--- src/rtl/pkt_mailbox_pkg.sv ---
package pkt_mailbox_pkg;
  localparam int ADDR_W = 6;

  localparam logic [ADDR_W-1:0] OFF_ID_LO = 6'h00;
  localparam logic [ADDR_W-1:0] OFF_ID_HI = 6'h04;
  localparam logic [ADDR_W-1:0] OFF_BUSY  = 6'h08;
  localparam logic [ADDR_W-1:0] OFF_RXCNT = 6'h0C;
  localparam logic [ADDR_W-1:0] OFF_TXCNT = 6'h10;
  localparam logic [ADDR_W-1:0] OFF_CTRL  = 6'h14;
  localparam logic [ADDR_W-1:0] OFF_INFO  = 6'h18;
  localparam logic [ADDR_W-1:0] OFF_RXD   = 6'h1C;
  localparam logic [ADDR_W-1:0] OFF_TXD   = 6'h20;

  // "PKTM" lowest byte first; high word is "BOX" plus version digit
  localparam logic [31:0] ID_LO_WORD = 32'h4D54_4B50;
  localparam logic [23:0] ID_HI_TAIL = 24'h58_4F42;

  localparam int BIT_TXDONE = 0;
  localparam int BIT_RXAVL  = 1;
  localparam int BIT_TEST   = 31;
endpackage

--- src/rtl/mbox_rx.sv ---
module mbox_rx #(
  parameter int RX_DEPTH = 64,
  parameter int CNT_W    = 17
) (
  input  logic             clk_i,
  input  logic             rst_ni,
  input  logic             rx_valid_i,
  input  logic [7:0]       rx_data_i,
  input  logic             rx_sof_i,
  input  logic             rx_eof_i,
  input  logic             pend_i,
  input  logic             rd_i,
  output logic [CNT_W-1:0] cnt_o,
  output logic [7:0]       byte_o,
  output logic             load_o,
  output logic             busy_o
);
  localparam int PTR_W = (RX_DEPTH > 1) ? $clog2(RX_DEPTH) : 1;
  localparam logic [CNT_W-1:0] DEPTH_C = CNT_W'(RX_DEPTH);

  logic [7:0]       mem_q [RX_DEPTH];
  logic             in_frame_q;
  logic [CNT_W-1:0] len_q, cnt_q;
  logic [PTR_W-1:0] rd_ptr_q;
  logic             start, take, room;
  logic [CNT_W-1:0] base, len_nxt;

  assign start   = rx_valid_i && rx_sof_i && !pend_i;
  assign take    = start || (rx_valid_i && in_frame_q);
  assign base    = start ? '0 : len_q;
  assign room    = base < DEPTH_C;
  assign len_nxt = room ? base + 1'b1 : base;
  assign load_o  = take && rx_eof_i;
  assign busy_o  = in_frame_q;
  assign cnt_o   = cnt_q;
  assign byte_o  = (cnt_q != '0) ? mem_q[rd_ptr_q] : 8'h00;

  always_ff @(posedge clk_i) begin
    if (take && room) mem_q[base[PTR_W-1:0]] <= rx_data_i;
  end

  always_ff @(posedge clk_i or negedge rst_ni) begin
    if (!rst_ni) begin
      in_frame_q <= 1'b0;
      len_q      <= '0;
    end else if (take) begin
      in_frame_q <= !rx_eof_i;
      len_q      <= len_nxt;
    end
  end

  always_ff @(posedge clk_i or negedge rst_ni) begin
    if (!rst_ni) begin
      cnt_q    <= '0;
      rd_ptr_q <= '0;
    end else if (load_o) begin
      cnt_q    <= len_nxt;
      rd_ptr_q <= '0;
    end else if (rd_i && cnt_q != '0) begin
      cnt_q    <= cnt_q - 1'b1;
      rd_ptr_q <= rd_ptr_q + 1'b1;
    end
  end

  AST_RX_CNT_DEC: assert property (@(posedge clk_i) disable iff (!rst_ni)
    (rd_i && cnt_q != '0 && !load_o) |=> (cnt_q == $past(cnt_q) - 1'b1));
  AST_RX_FROZEN: assert property (@(posedge clk_i) disable iff (!rst_ni)
    (pend_i && !rd_i) |=> $stable(cnt_q));
  AST_RX_LEN_CAP: assert property (@(posedge clk_i) disable iff (!rst_ni)
    cnt_q <= DEPTH_C);
endmodule

--- src/rtl/mbox_tx.sv ---
module mbox_tx #(
  parameter int MAX_LEN = 65536,
  parameter int CNT_W   = 17
) (
  input  logic             clk_i,
  input  logic             rst_ni,
  input  logic             wr_cnt_i,
  input  logic             wr_data_i,
  input  logic [31:0]      wdata_i,
  output logic [CNT_W-1:0] cnt_o,
  output logic             busy_o,
  output logic             done_o,
  output logic             tx_valid_o,
  output logic [7:0]       tx_data_o,
  output logic             tx_sof_o,
  output logic             tx_eof_o
);
  localparam logic [CNT_W-1:0] MAX_C = CNT_W'(MAX_LEN);

  logic [CNT_W-1:0] cnt_q, left_q, clamp;
  logic             send;

  assign clamp  = (wdata_i > 32'(MAX_LEN)) ? MAX_C : wdata_i[CNT_W-1:0];
  assign send   = wr_data_i && left_q != '0;
  assign done_o = send && left_q == CNT_W'(1);
  assign busy_o = left_q != '0;
  assign cnt_o  = cnt_q;

  always_ff @(posedge clk_i or negedge rst_ni) begin
    if (!rst_ni) begin
      cnt_q  <= '0;
      left_q <= '0;
    end else if (wr_cnt_i) begin
      cnt_q  <= clamp;
      left_q <= clamp;
    end else if (send) begin
      left_q <= left_q - 1'b1;
      if (done_o) cnt_q <= '0;
    end
  end

  always_ff @(posedge clk_i or negedge rst_ni) begin
    if (!rst_ni) begin
      tx_valid_o <= 1'b0;
      tx_data_o  <= '0;
      tx_sof_o   <= 1'b0;
      tx_eof_o   <= 1'b0;
    end else begin
      tx_valid_o <= send;
      tx_sof_o   <= send && left_q == cnt_q;
      tx_eof_o   <= done_o;
      if (send) tx_data_o <= wdata_i[7:0];
    end
  end

  AST_TX_LEFT_BOUND: assert property (@(posedge clk_i) disable iff (!rst_ni)
    (left_q <= cnt_q) && (cnt_q <= MAX_C));
  AST_TX_LAST_CLEARS: assert property (@(posedge clk_i) disable iff (!rst_ni)
    (tx_valid_o && tx_eof_o) |-> (cnt_q == '0 || $past(wr_cnt_i)));
  AST_TX_IDLE_QUIET: assert property (@(posedge clk_i) disable iff (!rst_ni)
    (left_q == '0) |=> !tx_valid_o);
endmodule

--- src/rtl/mbox_irq.sv ---
module mbox_irq
  import pkt_mailbox_pkg::*;
(
  input  logic        clk_i,
  input  logic        rst_ni,
  input  logic        we_ctrl_i,
  input  logic        rd_ctrl_i,
  input  logic [31:0] wdata_i,
  input  logic        tx_done_i,
  input  logic        rx_load_i,
  output logic [31:0] ctrl_o,
  output logic        rx_pend_o,
  output logic        irq_o
);
  logic tx_done_q, rx_avl_q, test_bit_q, test_pend_q;

  always_ff @(posedge clk_i or negedge rst_ni) begin
    if (!rst_ni) begin
      tx_done_q   <= 1'b0;
      rx_avl_q    <= 1'b0;
      test_bit_q  <= 1'b0;
      test_pend_q <= 1'b0;
    end else begin
      if (tx_done_i)                           tx_done_q <= 1'b1;
      else if (we_ctrl_i && wdata_i[BIT_TXDONE]) tx_done_q <= 1'b0;
      if (rx_load_i)                           rx_avl_q <= 1'b1;
      else if (we_ctrl_i && wdata_i[BIT_RXAVL])  rx_avl_q <= 1'b0;
      if (we_ctrl_i && wdata_i[BIT_TEST])      test_bit_q <= 1'b1;
      else if (rd_ctrl_i)                      test_bit_q <= 1'b0;
      if (we_ctrl_i && wdata_i[BIT_TEST])      test_pend_q <= 1'b1;
      else if (we_ctrl_i && wdata_i == '0)     test_pend_q <= 1'b0;
    end
  end

  assign ctrl_o    = {test_bit_q, 29'b0, rx_avl_q, tx_done_q};
  assign rx_pend_o = rx_avl_q;
  assign irq_o     = tx_done_q | rx_avl_q | test_pend_q;

  AST_TEST_SELF_CLEAR: assert property (@(posedge clk_i) disable iff (!rst_ni)
    (rd_ctrl_i && !we_ctrl_i) |=> !test_bit_q);
  AST_IRQ_HOLD: assert property (@(posedge clk_i) disable iff (!rst_ni)
    (irq_o && !we_ctrl_i) |=> irq_o);
  AST_TEST_RAISE: assert property (@(posedge clk_i) disable iff (!rst_ni)
    (we_ctrl_i && wdata_i[BIT_TEST]) |=> (irq_o && test_bit_q));
endmodule

--- src/rtl/pkt_mailbox.sv ---
module pkt_mailbox
  import pkt_mailbox_pkg::*;
#(
  parameter int          MAX_LEN  = 65536,
  parameter int          RX_DEPTH = 64,
  parameter int          VERSION  = 1,
  parameter logic [31:0] IRQ_INFO = 32'h0
) (
  input  logic              clk_i,
  input  logic              rst_ni,
  input  logic [ADDR_W-1:0] addr_i,
  input  logic              we_i,
  input  logic              rd_en_i,
  input  logic [31:0]       wdata_i,
  output logic [31:0]       rdata_o,
  input  logic              rx_valid_i,
  input  logic [7:0]        rx_data_i,
  input  logic              rx_sof_i,
  input  logic              rx_eof_i,
  output logic              tx_valid_o,
  output logic [7:0]        tx_data_o,
  output logic              tx_sof_o,
  output logic              tx_eof_o,
  output logic              irq_o
);
  localparam int CNT_W = $clog2(MAX_LEN + 1);
  localparam logic [31:0] ID_HI_WORD = {8'(8'h30 + VERSION), ID_HI_TAIL};

  logic [CNT_W-1:0] rx_cnt, tx_cnt;
  logic [7:0]       rx_byte;
  logic             rx_load, rx_busy, rx_pend, tx_busy, tx_done;
  logic [31:0]      ctrl, rd_mux;
  logic             rd_rxd, rd_ctrl, wr_ctrl, wr_txc, wr_txd;

  assign rd_rxd  = rd_en_i && addr_i == OFF_RXD;
  assign rd_ctrl = rd_en_i && addr_i == OFF_CTRL;
  assign wr_ctrl = we_i && addr_i == OFF_CTRL;
  assign wr_txc  = we_i && addr_i == OFF_TXCNT;
  assign wr_txd  = we_i && addr_i == OFF_TXD;

  mbox_rx #(.RX_DEPTH(RX_DEPTH), .CNT_W(CNT_W)) u_rx (
    .clk_i, .rst_ni, .rx_valid_i, .rx_data_i, .rx_sof_i, .rx_eof_i,
    .pend_i(rx_pend), .rd_i(rd_rxd), .cnt_o(rx_cnt), .byte_o(rx_byte),
    .load_o(rx_load), .busy_o(rx_busy)
  );

  mbox_tx #(.MAX_LEN(MAX_LEN), .CNT_W(CNT_W)) u_tx (
    .clk_i, .rst_ni, .wr_cnt_i(wr_txc), .wr_data_i(wr_txd), .wdata_i,
    .cnt_o(tx_cnt), .busy_o(tx_busy), .done_o(tx_done),
    .tx_valid_o, .tx_data_o, .tx_sof_o, .tx_eof_o
  );

  mbox_irq u_irq (
    .clk_i, .rst_ni, .we_ctrl_i(wr_ctrl), .rd_ctrl_i(rd_ctrl), .wdata_i,
    .tx_done_i(tx_done), .rx_load_i(rx_load), .ctrl_o(ctrl),
    .rx_pend_o(rx_pend), .irq_o
  );

  always_comb begin
    unique case (addr_i)
      OFF_ID_LO: rd_mux = ID_LO_WORD;
      OFF_ID_HI: rd_mux = ID_HI_WORD;
      OFF_BUSY:  rd_mux = {31'b0, rx_busy | tx_busy};
      OFF_RXCNT: rd_mux = {{(32-CNT_W){1'b0}}, rx_cnt};
      OFF_TXCNT: rd_mux = {{(32-CNT_W){1'b0}}, tx_cnt};
      OFF_CTRL:  rd_mux = ctrl;
      OFF_INFO:  rd_mux = IRQ_INFO;
      OFF_RXD:   rd_mux = {24'b0, rx_byte};
      default:   rd_mux = '0;
    endcase
  end

  always_ff @(posedge clk_i or negedge rst_ni) begin
    if (!rst_ni)      rdata_o <= '0;
    else if (rd_en_i) rdata_o <= rd_mux;
  end

  AST_RXD_UPPER_ZERO: assert property (@(posedge clk_i) disable iff (!rst_ni)
    $past(rd_en_i && addr_i == OFF_RXD) |-> (rdata_o[31:8] == '0));
  AST_BUSY_ON_TX: assert property (@(posedge clk_i) disable iff (!rst_ni)
    (wr_txc && wdata_i != '0) |=> (tx_busy | rx_busy));
endmodule

--- config.mk ---
export PLATFORM = sky130hd
export DESIGN_NAME = pkt_mailbox
export DESIGN_NICKNAME = d
export VERILOG_FILES = /design/src/rtl/pkt_mailbox_pkg.sv /design/src/rtl/mbox_rx.sv /design/src/rtl/mbox_tx.sv /design/src/rtl/mbox_irq.sv /design/src/rtl/pkt_mailbox.sv
export SDC_FILE = /design/constraint.sdc
export NUM_CORES = 1
export LEC_CHECK = 0
export CORE_AREA = 2 2 230 402
export CTS_CLUSTER_DIAMETER = 30
export DETAILED_ROUTE_END_ITERATION = 12
export DIE_AREA = 0 0 232 404
export DONT_BUFFER_PORTS = 1
export PLACE_DENSITY = 0.46
export SLEW_MARGIN = 20
export SYNTH_ARGS = -nofsm -noshare
export SYNTH_HDL_FRONTEND = slang
export SYNTH_HIERARCHICAL = 1
export SYNTH_SLANG_ARGS = --single-unit
--- constraint.sdc ---
create_clock -name clk_i -period 5.7 [get_ports clk_i]
set_clock_uncertainty 0.05 [all_clocks]
set_input_delay 1.71 -clock clk_i [delete_from_list [all_inputs] [get_ports clk_i]]
set_output_delay 1.71 -clock clk_i [all_outputs]
set_load 0.01 [all_outputs]
== After elaboration in Yosys (flattened, before gate mapping) ==
Memories as Yosys holds them, arrays and structs flattened.
Index checks and enable logic that the tools add are counted.

* Flip-flop bits (word level): 122
* Latch bits: 0
* Bits in writable memories: 512
* ROM bits: 0
* Output and inout port bits: 44
* Memories kept: 1

{| class="wikitable"
|+ Memory list
! memory !! words !! bits a word !! rd ports !! clocked after Yosys merged registers in !! write ports !! line !! text
|-
| u_rx.mem_q || 64 || 8 || 1 || 0 || 1 || mbox_rx.sv:21 || <nowiki>logic [7:0] mem_q [RX_DEPTH];</nowiki>
|}

* $add $sub $neg: 4
* Multipliers: 0
* Divide/modulo/power cells: 0
* Magnitude comparators: 2
* Eq/ne operators: 9
* Shifts and indexed selects: 0
* Multiplexer cells: 24
* Bitwise logic cells: 3
* Reductions and logical operators: 33

{| class="wikitable"
|+ Operators with widths
! kind !! count
|-
| $pmux W32 S7 || 1
|-
| $mux W17 || 10
|-
| $reduce_bool A17 Y1 || 2
|-
| $sub A17 B1 Y17 const B || 2
|-
| $gt A32 B17 Y1 const B || 1
|-
| $logic_not A32 Y1 || 1
|-
| $eq A6 B5 Y1 const B || 3
|-
| $logic_and A1 B1 Y1 || 18
|-
| $add A17 B1 Y17 const B || 1
|-
| $eq A17 B1 Y1 const B || 1
|-
| $eq A17 B17 Y1 || 1
|-
| $lt A17 B7 Y1 const B || 1
|-
| $reduce_bool A2 Y1 || 7
|-
| $eq A6 B4 Y1 const B || 2
|-
| $mux W6 || 2
|-
| $mux W1 || 10
|-
| $mux W8 || 1
|-
| $add A6 B1 Y6 const B || 1
|-
| $eq A6 B3 Y1 const B || 1
|-
| $eq A6 B6 Y1 const B || 1
|-
| $logic_not A6 Y1 || 1
|-
| $or A1 B1 Y1 || 3
|-
| $logic_not A1 Y1 || 2
|-
| $reduce_and A2 Y1 || 1
|-
| $logic_or A1 B1 Y1 || 1
|}

== Logic depth before layout (Yosys ltp) ==
Gate-level depths: netlist of the first run.

* Depth after elaboration: 7
* Gate-level depth with buffers: 13
* Mapped depth without buffers: 11

== Modules after synthesis ==
Netlist of the first run, hierarchy kept.

{| class="wikitable"
|+ By module, submodules not included
! module !! instances !! cells an instance !! area each (um2) !! sequential area each (um2)
|-
| mbox_rx || 1 || 1227 || 22103.7 || 16400.7
|-
| mbox_tx || 1 || 244 || 2533.7 || 1126.1
|-
| pkt_mailbox || 1 || 185 || 1819.2 || 800.8
|-
| mbox_irq || 1 || 57 || 484.2 || 100.1
|}

== Worst setup path before layout of the first run ==
Ideal clock, no wire load.

* Path kind: input-to-reg
* From: in rx_sof_i
* To: mem u_rx.mem_q[28][0], enable pin
* Arrival: 3.533 ns
* Path slack: 1.747 ns
* Stages: 7
* Path buffers: 2
* Cells stage by stage: and3b_1 -> buf_2 -> a31oi_1 -> nor3_1 -> or3b_2 -> clkbuf_1 -> nor2_1

* Longest elaborated chain between the ends: 7

{| class="wikitable"
|+ RTL lines
! element !! line !! text
|-
| start: declaration || pkt_mailbox.sv:18 || <nowiki>input logic rx_sof_i,</nowiki>
|-
| $logic_and A1 B1 Y1 (*) (2 in a row) || mbox_rx.sv:28 || <nowiki>assign start = rx_valid_i && rx_sof_i && !pend_i;</nowiki>
|-
| $mux W17 || mbox_rx.sv:30 || <nowiki>assign base = start ? '0 : len_q;</nowiki>
|-
| $lt A17 B7 Y1 || mbox_rx.sv:31 || <nowiki>assign room = base < DEPTH_C;</nowiki>
|-
| $logic_and A1 B1 Y1 || mbox_rx.sv:39 || <nowiki>if (take && room) mem_q[base[PTR_W-1:0]] <= rx_data_i;</nowiki>
|-
| $mux W1 || mbox_rx.sv:39 ||
|-
| $mux W1 (implied by the code) || mbox_rx.sv:39 ||
|-
| end: declaration || mbox_rx.sv:21 ||
|}

Mark *: on every way between the ends. The rest lies on a longest branch, timed or not.

== Final worst setup path of the first run ==
* From: in rx_sof_i
* To: mem u_rx.mem_q[44][1], enable pin

Same word-level chain as after synthesis.

==> flow_summary.ini, run 1 <==
[synth]
syn_area_per_cell_um2 = 15.73
ys_ff_latch = 634
synth_edf_count = 512
syn_inst = 1713
muxShareOfSynthArea_pct = 11.54
synth_area_mm2 = 0.02694
synth.area.top_cells = edfxtp_1 57%, dfrtp_1 11%, mux4_2 6.7%
yosysSeqAreaShare_pct = 68.40
synth_area_leader_cell = edfxtp_1
synth_compound_area_share_pct = 7.988
synth_ff_type = edfxtp_1
synth.distinct_cells = 88
async_flop_share_pct = 19.24
synth_top_area_share_pct = 57.07
synth_top_family_by_area = multiplexers
synth_xor_xnor_area_share_pct = 1.560
yosysWarningCount = 6
synthAdderAreaFrac_pct = 0.3251
synth-simple-area-share_pct = 7.287

[finish]
layout-drive-gt1-share_pct = 19.47
postLayoutCoreUtil_pct = 35.30
fin_nets = 1827
syn_to_final_growth_pct = 18.47
layout.cells.non_filler = 3039

[job]
maxCapViolations = 0

[timing]
fmax_ghz = 0.2458
finalHoldViolations = 0
rsz0062_at_grt = false
slew_headroom_pct = 24.74
hold_ws_ns = 0.4645
tightest_slew_ns = 1.117
setup_tns_ns = 0
post-route-period-util_pct = 71.38
timing.final.crit_period_ns = 4.068
finalMaxSlewViolations = 0
setup_violations = 0

[floorplan]
dieArea_mm2 = 0.09373
die_height_um = 404
coreArea_mm2 = 0.09042
die_w_um = 232
pin_count = 97
initial_core_util_pct = 29.79
rows = 146

[global_routing]
antenna_found_initial = 1
grt_first_pass_wirelength_mm = 118.7
grtUsageTotal_pct = 17.83
grt_max_degree = 123
grt_overflow = 0
grt_pass1_vias = 16650

[routing]
viasPerCell = 5.145
routedWlPerCell_um = 27.32
firstDrtPassIters = 5
vias = 15635
drc = 0
drt_iter0_markers = 1266
routed_wl_mm = 83.02
ant_nets = 0

[cts]
clockRootBuffer = clkbuf_16
numClockSinks = 634
cts_hold_buf = 0
path_clk_slew_ns = 0.05
cts_htree_levels = 3
cts_made_buffers = 100
insertion_delay_ns = 0.69
tritoncts = yes
cts_resized = 0
clk_path_buf_depth = 3
cts_setup_buffers = 0

[power]
pwr-share-seq_pct = 41.5
leakagePower_nw = 10.76
p_sw_mw = 3.467
p_clk_share_pct = 49.2
powerDensity_mw_per_mm2 = 411.1
p_int_mw = 9.655
ir_drop_mv = 0.1982
p_comb_share_pct = 9.3
switching_share_pct = 26.42

[critical_path]
cp.arrival_ns = 4.31
critPathSlowestCell = or3b_2
path_cells = and3b_1, a31oi_1, nor3_1, or3b_2, nor2_1
critPathKind = in -> reg
worst_ep_required_time_ns = 5.94
worst-path-max-fanout = 10
cpPeakStageDelay_ns = 0.73
startpoint_type = input port
cp_top_family = simple AND/OR/NAND/NOR gates
path_buf_inv = 0
setup.worst_path.end_class = flop

[place]
dp_hpwl_mm = 55.66
dp.cells = 2849
portBuffers = 0
place.gp.congestion = 0.8484

[outcome]
status = finished, final reports clean

[hold_path]
hold_path_class = reg -> reg
-- Yosys cell counts, drive strengths merged, types with 8 or more instances --
| library cell | count |
|---|---|
| o22ai | 19 |
| nor4 | 29 |
| a31oi | 13 |
| o21ai | 48 |
| edfxtp | 512 |
| a211oi | 18 |
| a21o | 8 |
| nor2b | 12 |
| mux4 | 80 |
| and3 | 21 |
| a221oi | 18 |
| o211ai | 10 |
| o221ai | 15 |
| a22o | 17 |
| dfrtp | 122 |
| inv | 12 |
| nor3 | 22 |
| buf | 83 |
| and2 | 22 |
| nand4 | 9 |
| a32o | 9 |
| nand3 | 21 |
| o2bb2ai | 13 |
| a21oi | 66 |
| xnor2 | 15 |
| xor2 | 33 |
| clkbuf | 52 |
| nand2 | 68 |
| a211o | 8 |
| nor2 | 119 |
| mux2i | 126 |
-- path summary, 6_finish.rpt --
| check | to | cells after the start | slack [ns] | from |
|---|---|---|---|---|
| setup / recovery | u_rx/mem_q[44][1] | 5 | 1.63 | rx_sof_i |
| hold / removal | u_rx/len_q[12] | 1 | 0.46 | u_rx/len_q[12] |
| setup reg to reg | rdata_o[7] | 8 | 1.82 | u_rx/rd_ptr_q[0] |
| hold reg to reg | u_rx/len_q[12] | 1 | 0.46 | u_rx/len_q[12] |
| max in group asynchronous | u_rx/rd_ptr_q[0] | 0 | 4.58 | rst_ni |
| min in group asynchronous | rdata_o[17] | 0 | 0.68 | rst_ni |
-- metal layers --
layer	up-vias	GRT usage, %	wire length [um]
li1	6869	-	-
met5	-	0	0
met4	0	10.68	4942
met1	8099	17.63	28330
met2	485	33.98	46110
met3	182	3.248	3643
-- cell usage in the layout, fill, tap and decap left out, drive strengths merged, types with 17 or more instances in the layout --
cell type	synthesis	routed
edfxtp	512	512
buf	83	59
nor3	22	22
and2	22	22
dfrtp	122	122
and3	21	21
inv	12	38
nor2	119	119
nand2	68	68
a21oi	66	66
clkinv	1	37
mux4	80	80
nor4	29	29
o22ai	19	19
nand3	21	21
clkbuf	52	108
xor2	33	33
a221oi	18	18
o21ai	48	48
conb	1	29
mux2i	126	126
a211oi	18	18
a22o	17	17
-- registers in the layout (all words and copies together), names as in the netlist, 6 cells and up --
| register | count |
|---|---|
| u_tx/left_q | 17 |
| u_rx/cnt_o | 17 |
| u_rx/mem_q | 512 |
| u_tx/tx_data_o | 8 |
| u_rx/rd_ptr_q | 6 |
| u_rx/len_q | 17 |
| rdata_o | 32 |
| u_tx/cnt_o | 17 |
-- power by group through the flow --
stage	clock network [mW]	registers, mW	logic (mW)
detailed placement	0	5.54	1.22
global route	6.79	5.47	1.32
CTS	6.59	5.45	1.23
finish	6.45	5.45	1.22
global placement	0	5.54	1.22
floorplan	0	5.39	0.979
-- logic make-up after synthesis --
family                     count (synthesis)
AOI/OAI and AO/OA                        301
xor gates and xnor gates                  48
adders and majority gates                  7
buffers and inverters                    148
DFF                                      634
muxes                                    210
other                                      1
and+or+nand+nor                          364
-- cell type report --
cell class | count | area, um^2
Tap cell | 1184 | 1481
Timing Repair Buffer | 59 | 467.9
Multi-Input combinational cell | 959 | 7840
Inverter | 13 | 48.80
Clock buffer | 108 | 2575
Clock inverter | 81 | 1064
Sequential cell | 634 | 18440
Fill cell | 8611 | 58510
Antenna cell | 1 | 2.502
-- stage by stage --
stage | cell area [um^2] | worst slack (ns) | total power [mW]
floorplan | 27050 | 1.747 | 6.368
global placement | 28270 | 1.024 | 6.757
detailed placement | 28270 | 0.9477 | 6.766
CTS | 31910 | 1.662 | 13.27
global route | 31920 | 1.532 | 13.58
finish | 31920 | 1.632 | 13.12
(Power assumes the default switching activity.)
==> inputs of run 2 (changes only) <==
--- a/config.mk
+++ b/config.mk
@@ -10,7 +10,7 @@
 export DETAILED_ROUTE_END_ITERATION = 12
 export DIE_AREA = 0 0 232 404
 export DONT_BUFFER_PORTS = 1
-export PLACE_DENSITY = 0.46
+export PLACE_DENSITY = 0.48
 export SLEW_MARGIN = 20
 export SYNTH_ARGS = -nofsm -noshare
 export SYNTH_HDL_FRONTEND = slang
==> constraint.sdc (replaced) <==
create_clock -name clk_i -period 3.5 [get_ports clk_i]
set_clock_uncertainty 0.05 [all_clocks]
set_input_delay 1.05 -clock clk_i [delete_from_list [all_inputs] [get_ports clk_i]]
set_output_delay 1.05 -clock clk_i [all_outputs]
set_load 0.01 [all_outputs]
==> flow_summary.ini, run 2 (synthesis results as in run 1) <==
[outcome]
status = finished, final reports clean

[cts]
cts_hold_buf = 2
numClockSinks = 634
clk_path_buf_depth = 3
tritoncts = yes
cts_resized = 0
cts_setup_buffers = 0
clockRootBuffer = clkbuf_16
cts_made_buffers = 94
cts_htree_levels = 3
path_clk_slew_ns = 0.05
insertion_delay_ns = 0.68

[power]
power_mw = 20.31
ir_drop_mv = 0.3546
powerDensity_mw_per_mm2 = 628.1
leakagePower_nw = 11.06

[floorplan]
dieArea_mm2 = 0.09373
rows = 146
initial_core_util_pct = 29.79
die_w_um = 232
coreArea_mm2 = 0.09042
pin_count = 97
die_height_um = 404

[routing]
top_layer = met4
drc = 0
m1WireLength_mm = 27.91
ant_nets = 0
routedWlPerCell_um = 25.74
routed_wl_mm = 80.40
dr_wl_met3_mm = 3.513
firstDrtPassIters = 5
route.met2.wl_mm = 44.77
drt_iter0_markers = 1181
vias = 15865
viasPerCell = 5.078

[timing]
fin_ws_ns = 0.2293
setup_tns_ns = 0
slew_headroom_pct = 38.94
rsz0062_at_grt = false
fmax_ghz = 0.3057
timing.final.crit_period_ns = 3.271
setup_violations = 0
post-route-period-util_pct = 93.45
tightest_slew_ns = 0.9063
finalMaxSlewViolations = 0
finalHoldViolations = 0
hold_ws_ns = 0.2949

[global_routing]
grt_pass1_vias = 16916
grtUsageTotal_pct = 17.33
antenna_found_initial = 0
grt_first_pass_wirelength_mm = 117.1
grt_max_degree = 116
grt_overflow = 0

[critical_path]
cp.arrival_ns = 3.73
r2r_end = rdata_o[6]
worst-path-max-fanout = 16
worst_ep_required_time_ns = 3.96
startpoint_type = flop
rr_startpoint = u_rx/rd_ptr_q[1]
critPathKind = reg -> reg
rrSetupSlack_ns = 0.23
crit_end = rdata_o[6]
startpoint = u_rx/rd_ptr_q[1]
setup.worst_path.end_class = flop
ff2ff_path_depth = 9

[place]
portBuffers = 0
place.gp.congestion = 0.8844
dp_hpwl_mm = 54.67
place_ws_ns = 0.2683

[job]
maxCapViolations = 0

[finish]
postLayoutCoreUtil_pct = 35.75
diodes = 0
most-common-layout-cells = 512 x edfxtp_1, 146 x buf_4, 126 x mux2i_1
layout_commonest_cell = edfxtp_1
largest_reg_flops = 512
layout-drive-gt1-share_pct = 22.94
fin_nets = 1920
syn_to_final_growth_pct = 20.00

[hold_path]
hold_path_class = in -> async
==> run 2: cell types whose count changed in the layout (fill, tap and decap cells not counted), sizes merged <==
cell	before	now
buf	59	157
bufinv	12	4
clkbuf	108	101
clkinv	37	34
clkinvlp	7	17
diode	1	0
dlygate4sd3	0	1
inv	38	33
==> run 2: per-stage QoR <==
stage          instances  cell area [um^2]
2_1_floorplan       1741             27050
3_3_place_gp        2946             29100
3_5_place_dp        2946             29100
4_1_cts             3124             32330
5_1_grt             3124             32330
6_report            3124             32330
==> run 2: metal layers <==
layer / up-vias / GRT usage [%]
met5: - / 0
met4: 0 / 9.222
met3: 168 / 3.065
met2: 468 / 33.41
met1: 8203 / 17.34
li1: 7026 / -
==> run 2: cell type report <==
class	instances	area [um^2]
Clock buffer	101	2400
Fill cell	8608	58100
Tap cell	1184	1481
Sequential cell	634	18440
Timing Repair Buffer	158	1334
Inverter	13	48.80
Clock inverter	75	788.3
Multi-Input combinational cell	959	7840
==> run 2: worst max-delay path: stages (launching register included) <==
cell and delay [ns]:
dfrtp_4 0.55, buf_4 0.32, mux4_2 0.34, o21ai_0 0.72
a21oi_1 0.26, a32o_1 0.32, mux2i_1 0.19, nor3b_1 0.07
a21oi_1 0.16, a22oi_1 0.09
==> run 2: worst min path at each step <==
stage / from / to / slack, ns / depth (start not counted)
3_5_place_dp: u_rx/len_q[16] / u_rx/len_q[16] / 0.46 / 1
5_1_grt: rst_ni / u_tx/tx_valid_o / 0.32 / 1
4_1_cts: rst_ni / u_rx/len_q[1] / 0.29 / 1
2_1_floorplan: u_irq/test_pend_q / u_irq/test_pend_q / 0.39 / 2
6_report: rst_ni / u_tx/left_q[8] / 0.29 / 1
3_3_place_gp: u_rx/len_q[15] / u_rx/len_q[15] / 0.45 / 1
==> run 2: report_power, final <==
part | total, mW | switching, mW | internal [mW]
sequential | 8.83 | 0.404 | 8.42
combinational | 2.15 | 1.22 | 0.932
clock | 9.32 | 3.87 | 5.45
total | 20.3 | 5.50 | 14.8
==> inputs of run 3 (changes only) <==
--- a/config.mk
+++ b/config.mk
@@ -5,10 +5,10 @@
 export SDC_FILE = /design/constraint.sdc
 export NUM_CORES = 1
 export LEC_CHECK = 0
-export CORE_AREA = 2 2 230 402
+export CORE_AREA = 2 2 257 360
 export CTS_CLUSTER_DIAMETER = 30
 export DETAILED_ROUTE_END_ITERATION = 12
-export DIE_AREA = 0 0 232 404
+export DIE_AREA = 0 0 259 362
 export DONT_BUFFER_PORTS = 1
 export PLACE_DENSITY = 0.48
 export SLEW_MARGIN = 20
==> flow_summary.ini, run 3 (synthesis results as in run 1) <==
[finish]
largest_reg_flops = 512
ff_latch_area_mm2 = 0.01844
postLayoutCoreUtil_pct = 36.17
diodes = 0
syn_to_final_growth_pct = 21.69
layout.cells.non_filler = 3159
layout_commonest_cell = edfxtp_1
layout-drive-gt1-share_pct = 23.60
nFillCells = 8554
fin_nets = 1929
multi_input_comb_area_mm2 = 0.007840
most-common-layout-cells = 512 x edfxtp_1, 144 x buf_4, 126 x mux2i_1

[cts]
clockRootBuffer = clkbuf_16
path_clk_slew_ns = 0.05
insertion_delay_ns = 0.66
numClockSinks = 634
cts_made_buffers = 108
cts_htree_levels = 3
cts_resized = 0
clk_path_buf_depth = 3
tritoncts = yes

[critical_path]
critPathKind = reg -> reg
worst-path-max-fanout = 19
ff2ff_path_depth = 8
worst_ep_required_time_ns = 3.98
rrSetupSlack_ns = 0.24
setup.worst_path.end_class = flop
cp.arrival_ns = 3.75
r2r_end = rdata_o[4]
startpoint_type = flop
rr_startpoint = u_rx/rd_ptr_q[2]
startpoint = u_rx/rd_ptr_q[2]

[timing]
timing.final.crit_period_ns = 3.264
fmax_ghz = 0.3064
rsz0062_at_grt = false
setup_tns_ns = 0
fin_ws_ns = 0.2365
finalMaxSlewViolations = 0
slew_headroom_pct = 41.53
finalHoldViolations = 0
setup_violations = 0
post-route-period-util_pct = 93.24
tightest_slew_ns = 0.8771

[floorplan]
coreArea_mm2 = 0.09064
die_height_um = 362
dieArea_mm2 = 0.09376
rows = 131
pin_count = 97
initial_core_util_pct = 29.72
die_w_um = 259

[place]
dp_hpwl_mm = 51.18
place_ws_ns = 0.2208
dp.cells = 2955
portBuffers = 0
place.gp.congestion = 0.8571

[global_routing]
grt_first_pass_wirelength_mm = 112.4
grt_pass1_vias = 16835
grtUsageTotal_pct = 16.26
grt_overflow = 0
grt_max_degree = 123
antenna_found_initial = 0

[routing]
routedWlPerCell_um = 24.30
viasPerCell = 5.071
drt_iter0_markers = 1153
ant_nets = 0
routed_wl_mm = 76.76
vias = 16020
firstDrtPassIters = 5
drc = 0

[outcome]
status = finished, final reports clean

[power]
powerDensity_mw_per_mm2 = 652.7
leakagePower_nw = 11.27
ir_drop_mv = 0.3598

[job]
maxCapViolations = 0

[hold_path]
hold_path_class = in -> async
==> run 3: changes by cell type in the layout (fill, tap and decap cells not counted), sizes merged <==
cell,change
clkbuf,+23
bufinv,+6
buf,-5
clkinv,-4
inv,+2
==> run 3: metrics by stage <==
| step | hold WS (ns) | instance area [um^2] | total power, mW |
|---|---|---|---|
| finish | 0.04099 | 32790 | 21.40 |
| global route | 0.01034 | 32790 | 22.16 |
| CTS | 0.0002345 | 32790 | 21.64 |
| detailed placement | 0.4194 | 29060 | 11.02 |
| global placement | 0.4272 | 29060 | 10.99 |
| floorplan | 0.3946 | 27050 | 10.37 |
==> run 3: how the worst max path moves through the flow <==
stage                        endpoint  slack, ns  cells after the start
floorplan           u_rx/mem_q[28][0]       0.21                      7
global placement           rdata_o[4]       0.19                      8
detailed placement         rdata_o[4]       0.22                      8
CTS                        rdata_o[4]       0.21                      8
global route               rdata_o[1]       0.09                     10
finish                     rdata_o[4]       0.24                      8
==> run 3: worst max-delay path, stage by stage (launching register included) <==
cell and delay (ns):
dfrtp_2 0.61, buf_4 0.39, mux4_2 0.36, o21ai_0 0.55
a21oi_1 0.13, a32o_1 0.29, and3_1 0.18, a221o_1 0.25
a221o_1 0.31
==> run 3: layout make-up <==
type / instances / share of cell area, %
flip-flops and latches: 634 / 56.23
multi-input cells: 959 / 23.91
clock buffers: 124 / 8.678
well taps: 1197 / 4.568
repair buffers: 153 / 3.816
clock inverters: 79 / 2.641
inverters: 13 / 0.1488
==> run 3: power breakdown <==
| group | switching, mW | internal [mW] |
|---|---|---|
| clock network | 3.85 | 6.68 |
| registers | 0.383 | 8.43 |
| logic | 1.14 | 0.916 |
==> run 3: timing repair <==
item | in CTS | in global routing
hold buffers | 1 | 0
endpoints found under the hold margin | 1 | 0
buffers inserted | 0 | 0
==> run 3: per-layer routing <==
layer | part of all wire [%] | track usage, % | up-vias | wire length (um)
li1 | - | - | 7077 | -
met1 | 37 | 17.76 | 8287 | 28430
met2 | 54 | 30.34 | 507 | 41300
met3 | 5.5 | 3.173 | 149 | 4224
met4 | 3.6 | 6.834 | 0 | 2799
met5 | 0 | 0 | - | 0
